--- config.mk ---
export PLATFORM = sky130hd
export DESIGN_NAME = wdog_window
export DESIGN_NICKNAME = d
export VERILOG_FILES = /design/src/rtl/wdog_pkg.sv /design/src/rtl/wdog_regs.sv /design/src/rtl/wdog_prescale.sv /design/src/rtl/wdog_countdown.sv /design/src/rtl/wdog_window.sv
export SDC_FILE = /design/constraint.sdc
export NUM_CORES = 1
export LEC_CHECK = 0
export BUFFER_PORTS_ARGS = -buffer_cell sky130_fd_sc_hd__buf_4
export CORE_MARGIN = 4
export CORE_UTILIZATION = 52
export CTS_CLUSTER_DIAMETER = 40
export DETAILED_ROUTE_END_ITERATION = 10
export PLACE_DENSITY = 0.85
export SYNTH_ARGS = -nofsm -noshare
export SYNTH_HDL_FRONTEND = slang
export SYNTH_SLANG_ARGS = --single-unit
--- constraint.sdc ---
create_clock -name clk -period 2.4 [get_ports clk]
set_clock_uncertainty 0.15 [all_clocks]
set_input_delay 0.36 -clock clk [delete_from_list [all_inputs] [get_ports clk]]
set_output_delay 0.36 -clock clk [all_outputs]
set_load 0.02 [all_outputs]
--- src/rtl/wdog_pkg.sv ---
package wdog_pkg;
    localparam int WORD_W   = 32;
    localparam int TMO_W    = 10;
    localparam int ADDR_W   = 3;
    localparam int SEL_BIT  = 2;

    localparam int B_RUN    = 0;
    localparam int B_FIRED  = 1;
    localparam int B_ACT    = 2;
    localparam int B_IDLE   = 3;
    localparam int B_KICK   = 7;

    typedef enum logic {
        ACT_RESET    = 1'b0,
        ACT_POWEROFF = 1'b1
    } action_e;

    typedef struct packed {
        logic    run;
        action_e act;
        logic    fired;
    } ctl_t;

    typedef struct packed {
        logic             wr_ctl;
        logic             wr_tmo;
        logic             kick;
        logic             run_req;
        action_e          act;
        logic             fired_clr;
        logic [TMO_W-1:0] tmo;
    } bus_cmd_t;

    function automatic logic [TMO_W-1:0] clamp_tmo(input logic [WORD_W-1:0] d);
        logic [TMO_W-1:0] v;
        v = d[TMO_W-1:0];
        return (v == '0) ? TMO_W'(1) : v;
    endfunction

    function automatic logic [WORD_W-1:0] pack_ctl(input ctl_t c);
        logic [WORD_W-1:0] w;
        w = '0;
        w[B_RUN]   = c.run;
        w[B_FIRED] = c.fired;
        w[B_ACT]   = c.act;
        w[B_IDLE]  = ~c.run;
        return w;
    endfunction
endpackage

--- src/rtl/wdog_regs.sv ---
module wdog_regs
    import wdog_pkg::*;
#(
    parameter int DEFAULT_TIMEOUT = 60
) (
    input  logic                  clk,
    input  logic                  por_rst,
    input  logic                  sys_rst,
    input  logic                  bus_wr,
    input  logic [ADDR_W-1:0]     bus_addr,
    input  logic [WORD_W-1:0]     bus_wdata,
    input  logic                  expire,
    output ctl_t                  ctl_q,
    output logic [TMO_W-1:0]      tmo_q,
    output logic                  kick,
    output logic                  run_after,
    output logic                  run_next,
    output logic [WORD_W-1:0]     bus_rdata
);
    localparam logic [TMO_W-1:0] TMO_RST = TMO_W'(DEFAULT_TIMEOUT);

    bus_cmd_t cmd;
    logic     run_q;
    action_e  act_q;
    logic     fired_q;
    logic     soft_rst;

    assign soft_rst = por_rst | sys_rst;

    always_comb begin
        cmd.wr_ctl    = bus_wr & ~bus_addr[SEL_BIT];
        cmd.wr_tmo    = bus_wr &  bus_addr[SEL_BIT];
        cmd.kick      = cmd.wr_ctl & bus_wdata[B_KICK];
        cmd.run_req   = bus_wdata[B_RUN];
        cmd.act       = action_e'(bus_wdata[B_ACT]);
        cmd.fired_clr = cmd.wr_ctl & bus_wdata[B_FIRED];
        cmd.tmo       = clamp_tmo(bus_wdata);
    end

    assign kick      = cmd.kick;
    assign run_after = cmd.wr_ctl ? cmd.run_req : run_q;
    assign run_next  = run_after & ~expire;

    always_ff @(posedge clk) begin
        if (por_rst) begin
            fired_q <= 1'b0;
        end else if (expire) begin
            fired_q <= 1'b1;
        end else if (cmd.fired_clr) begin
            fired_q <= 1'b0;
        end
    end

    always_ff @(posedge clk) begin
        if (soft_rst) begin
            run_q <= 1'b0;
            act_q <= ACT_RESET;
            tmo_q <= TMO_RST;
        end else begin
            run_q <= run_next;
            if (cmd.wr_ctl) begin
                act_q <= cmd.act;
            end
            if (cmd.wr_tmo) begin
                tmo_q <= cmd.tmo;
            end
        end
    end

    always_comb begin
        ctl_q.run   = run_q;
        ctl_q.act   = act_q;
        ctl_q.fired = fired_q;
    end

    always_comb begin
        if (bus_addr[SEL_BIT]) begin
            bus_rdata = WORD_W'(tmo_q);
        end else begin
            bus_rdata = pack_ctl(ctl_q);
        end
    end
endmodule

--- src/rtl/wdog_prescale.sv ---
module wdog_prescale #(
    parameter int TICKS_PER_SEC = 50_000_000
) (
    input  logic clk,
    input  logic rst,
    input  logic run_q,
    input  logic clr,
    output logic tick
);
    localparam int PW = (TICKS_PER_SEC > 1) ? $clog2(TICKS_PER_SEC) : 1;
    localparam logic [PW-1:0] LIM = PW'(TICKS_PER_SEC - 1);

    logic [PW-1:0] phase_q;

    assign tick = run_q & (phase_q == LIM);

    always_ff @(posedge clk) begin
        if (rst || clr) begin
            phase_q <= '0;
        end else if (phase_q == LIM) begin
            phase_q <= '0;
        end else begin
            phase_q <= phase_q + PW'(1);
        end
    end
endmodule

--- src/rtl/wdog_countdown.sv ---
module wdog_countdown
    import wdog_pkg::*;
#(
    parameter int DEFAULT_TIMEOUT = 60
) (
    input  logic             clk,
    input  logic             rst,
    input  logic             tick,
    input  logic             kick,
    input  logic             run_after,
    input  action_e          act,
    input  logic [TMO_W-1:0] tmo,
    output logic [TMO_W-1:0] count_q,
    output logic             expire,
    output logic             reset_req,
    output logic             poweroff_req
);
    localparam logic [TMO_W-1:0] CNT_RST = TMO_W'(DEFAULT_TIMEOUT);

    logic step;
    logic last_sec;

    assign step     = tick & run_after & ~kick;
    assign last_sec = (count_q <= TMO_W'(1));
    assign expire   = step & last_sec;

    always_ff @(posedge clk) begin
        if (rst) begin
            count_q <= CNT_RST;
        end else if (kick) begin
            count_q <= tmo;
        end else if (step) begin
            count_q <= last_sec ? '0 : count_q - TMO_W'(1);
        end
    end

    always_ff @(posedge clk) begin
        if (rst) begin
            reset_req    <= 1'b0;
            poweroff_req <= 1'b0;
        end else begin
            reset_req    <= expire & (act == ACT_RESET);
            poweroff_req <= expire & (act == ACT_POWEROFF);
        end
    end
endmodule

--- src/rtl/wdog_window.sv ---
module wdog_window
    import wdog_pkg::*;
#(
    parameter int TICKS_PER_SEC   = 50_000_000,
    parameter int DEFAULT_TIMEOUT = 60
) (
    input  logic                  clk,
    input  logic                  por_rst,
    input  logic                  sys_rst,
    input  logic                  bus_wr,
    input  logic [ADDR_W-1:0]     bus_addr,
    input  logic [WORD_W-1:0]     bus_wdata,
    output logic [WORD_W-1:0]     bus_rdata,
    output logic                  reset_req,
    output logic                  poweroff_req
);
    ctl_t             ctl_q;
    logic [TMO_W-1:0] tmo_q;
    logic [TMO_W-1:0] count_q;
    logic             kick_w;
    logic             run_after_w;
    logic             run_next_w;
    logic             expire_w;
    logic             tick_w;
    logic             any_rst;

    assign any_rst = por_rst | sys_rst;

    wdog_regs #(
        .DEFAULT_TIMEOUT(DEFAULT_TIMEOUT)
    ) u_regs (
        .clk       (clk),
        .por_rst   (por_rst),
        .sys_rst   (sys_rst),
        .bus_wr    (bus_wr),
        .bus_addr  (bus_addr),
        .bus_wdata (bus_wdata),
        .expire    (expire_w),
        .ctl_q     (ctl_q),
        .tmo_q     (tmo_q),
        .kick      (kick_w),
        .run_after (run_after_w),
        .run_next  (run_next_w),
        .bus_rdata (bus_rdata)
    );

    wdog_prescale #(
        .TICKS_PER_SEC(TICKS_PER_SEC)
    ) u_pre (
        .clk   (clk),
        .rst   (any_rst),
        .run_q (ctl_q.run),
        .clr   (~run_next_w | kick_w),
        .tick  (tick_w)
    );

    wdog_countdown #(
        .DEFAULT_TIMEOUT(DEFAULT_TIMEOUT)
    ) u_cnt (
        .clk          (clk),
        .rst          (any_rst),
        .tick         (tick_w),
        .kick         (kick_w),
        .run_after    (run_after_w),
        .act          (ctl_q.act),
        .tmo          (tmo_q),
        .count_q      (count_q),
        .expire       (expire_w),
        .reset_req    (reset_req),
        .poweroff_req (poweroff_req)
    );
endmodule

==> metrics.txt <==
clock-pin slew on the worst setup and hold paths 0.09 ns; first-pass GRT wire length 9.45 mm; core area 0.00485 mm^2; largest net degree at the start of global routing 26; # resized after CTS 0; synth unique cells 44; hold path startpoint por_rst; ys flop type dfxtp_1; Power Density ~500 mW/mm^2; Worst Hold Path Cells 2; design area 0.00295 mm^2; vias per cell 5.41; Hold Path Class input port to flip-flop; worst skew pair latency 0.31 ns; DRC Markers 0; # Post-CTS Setup Buffers 0; Clock Tree Buf Depth 2; final core occ 60.9%; number of synthesized flops with an enable pin 0; RR Endpoint u_cnt.count_q[8]; Synth top cells by count dfxtp_1, nor2_1, nand2_1, buf_4, nand3_1; Area contributors post-synth dfxtp_1, buf_4, nor2_1; I/O Pins 73; post-synthesis mux area share 3.88%; r2r startpoint u_pre.phase_q[17]; H-tree Lvls 2; run status finished, final reports clean; GRT overflow 0; Synth Area in Adders 1.40%; Core Rows 25; Worst Hold Path EP u_regs.fired_q; Synth Area in Simple Gates 31.2%; DP HPWL 4.15 mm; CP max FO 7; Final #Nets 391; Routed WL per cell 13.2 um; Initial Util 55.2%; post-synthesis compound-gate area fraction 7.90%; slack of the critical path 0.158 ns; Slew Viols, Final 0; largest family of logic cells by synthesized area simple AND/OR/NAND/NOR gates; Die W 79.7 um; Worst-Margin Slew 0.542 ns; initial DRC count 243; register bit total from synthesis a little over 50; post-cts hold buffer count 0; Async SR Flop Fraction 0%; CP required 2.49 ns; Final Hold Viols 0; worst reg-to-reg setup slack 0.16 ns; Die Y 79.7 um; gr usage total between 10% and 20%; syn avg cell area 8.26 um^2; initial antenna violation count 0; # setup viols final 0; routability congestion estimate from global placement 0.854; CTS tree done; CTS sink cnt 51; Die ar. between 0.006 and 0.007 mm^2; Final ANT Viol Nets 0; Max Clock Freq 446 MHz; max_cap viols 0; Ys Warns 0; placed cell areas 0.00287 mm^2; final WL 5.51 mm; worst vdd ir 0.439 mV; CP Class flip-flop to flip-flop; Arr. time, crit path ~2.3 ns; Syn Inst Count 324; Tmin final ~2.2 ns; post-synthesis sequential area ratio 38.2%; startpoint type of the worst setup path flip-flop; post-synth top area cell dfxtp_1; DRT Pass-1 Iters 4; most frequent cell after synthesis dfxtp_1; relative slew slack 63.5%; Mapped Area 0.00268 mm^2; Area Growth Syn to Fin 10.4%; antenna cells 0; leakage 1.14 nW; FF-to-FF path depth 5; CP endpoint kind flip-flop; vias in the first global route ~2,100; layout cell share with drive strength beyond 1 between 10% and 20%; via count around 2,300; RSZ-0062 raised after global routing false; XOR/XNOR Fraction of Synth Area 7.86%; worst slack, placed 0.215 ns; Setup TNS 0 ns; root buffer cell clkbuf_8; CTS buffer count 5; Port Buf Inserts 26; Final period util 93.4%; Yosys top cell area share 38.2%
[logic make-up after synthesis]
logic type | count (synthesis)
compound gates | 36
xor+xnor | 24
fa+ha+maj | 3
buf+inv | 43
flops | 51
mux | 10
other cells | 1
simple gates | 156
[critical path, cell delays in order (launching register included)]
cell and delay [ns]:
dfxtp_1 0.44, nor4bb_1 0.36, and4_1 0.43, and3_2 0.33, mux2_1 0.34, o21ai_1 0.11
[worst max-delay path by stage]
stage	slack [ns]	from	cells past startpoint	to
6_report	0.16	u_pre.phase_q[17]	5	u_cnt.count_q[8]
5_1_grt	0.11	u_pre.phase_q[17]	5	u_cnt.count_q[8]
4_1_cts	0.18	u_pre.phase_q[17]	5	u_cnt.count_q[8]
3_5_place_dp	0.22	u_pre.phase_q[17]	5	u_cnt.count_q[4]
3_3_place_gp	0.32	u_pre.phase_q[17]	5	u_cnt.count_q[8]
2_1_floorplan	0.34	u_pre.phase_q[0]	8	u_cnt.count_q[4]
[layer usage]
layer  global-route usage (%)  vias up  share of wire, %
met2                     29.9       68                48
met4                     6.36        0               1.8
met1                     24.4     1047                44
met5                        0        -                 0
met3                     4.06        9               6.1
li1                         -     1130                 -
[report_power, final]
part	switching, W	leakage (nW)	internal (W)
clock network	0.000282	0.0412	0.000204
logic	0.0000840	0.682	0.0000400
registers	0.00000610	0.412	0.000853
total	0.000372	1.14	0.00110
[final cells by class]
class	instances	area, um^2
Clock buffer	6	72.6
Sequential cell	51	1020
Clock inverter	2	12.5
Fill cell	429	1900
Inverter	8	30.0
Tap cell	67	83.8
Multi-Input combinational cell	251	1480
Timing Repair Buffer	32	253
[state kept, by name, indices dropped and copies added, names as in the netlist]
| name | cells |
|---|---|
| u_regs.tmo_q | 10 |
| u_regs.fired_q | 1 |
| u_regs.act_q | 1 |
| u_regs.run_q | 1 |
| u_pre.phase_q | 26 |
| u_cnt.reset_req | 1 |
| u_cnt.poweroff_req | 1 |
| u_cnt.count_q | 10 |
[per-stage QoR]
| step | total power, W | instances | hold WS [ns] |
|---|---|---|---|
| after floorplan | 0.000983 | 345 | 0.274 |
| after global placement | 0.000999 | 409 | 0.296 |
| after detailed placement | 0.00100 | 409 | 0.301 |
| after CTS | 0.00147 | 417 | 0.0550 |
| after global routing | 0.00152 | 417 | 0.0522 |
| final | 0.00147 | 417 | 0.0592 |
[cells in the final DEF (no fill, tap or decap), types with 7 or more instances in the layout]
master / instances
mux2i_1: 7
nor4_1: 8
xor2_1: 16
nand3_1: 18
a21oi_1: 12
dfxtp_1: 51
buf_4: 31
nand4_1: 13
nor2_1: 42
conb_1: 22
nand2_1: 32
inv_1: 8
o21ai_0: 11
xnor2_1: 8
and2_1: 9
No activity file was read; power rests on OpenSTA's default activity.
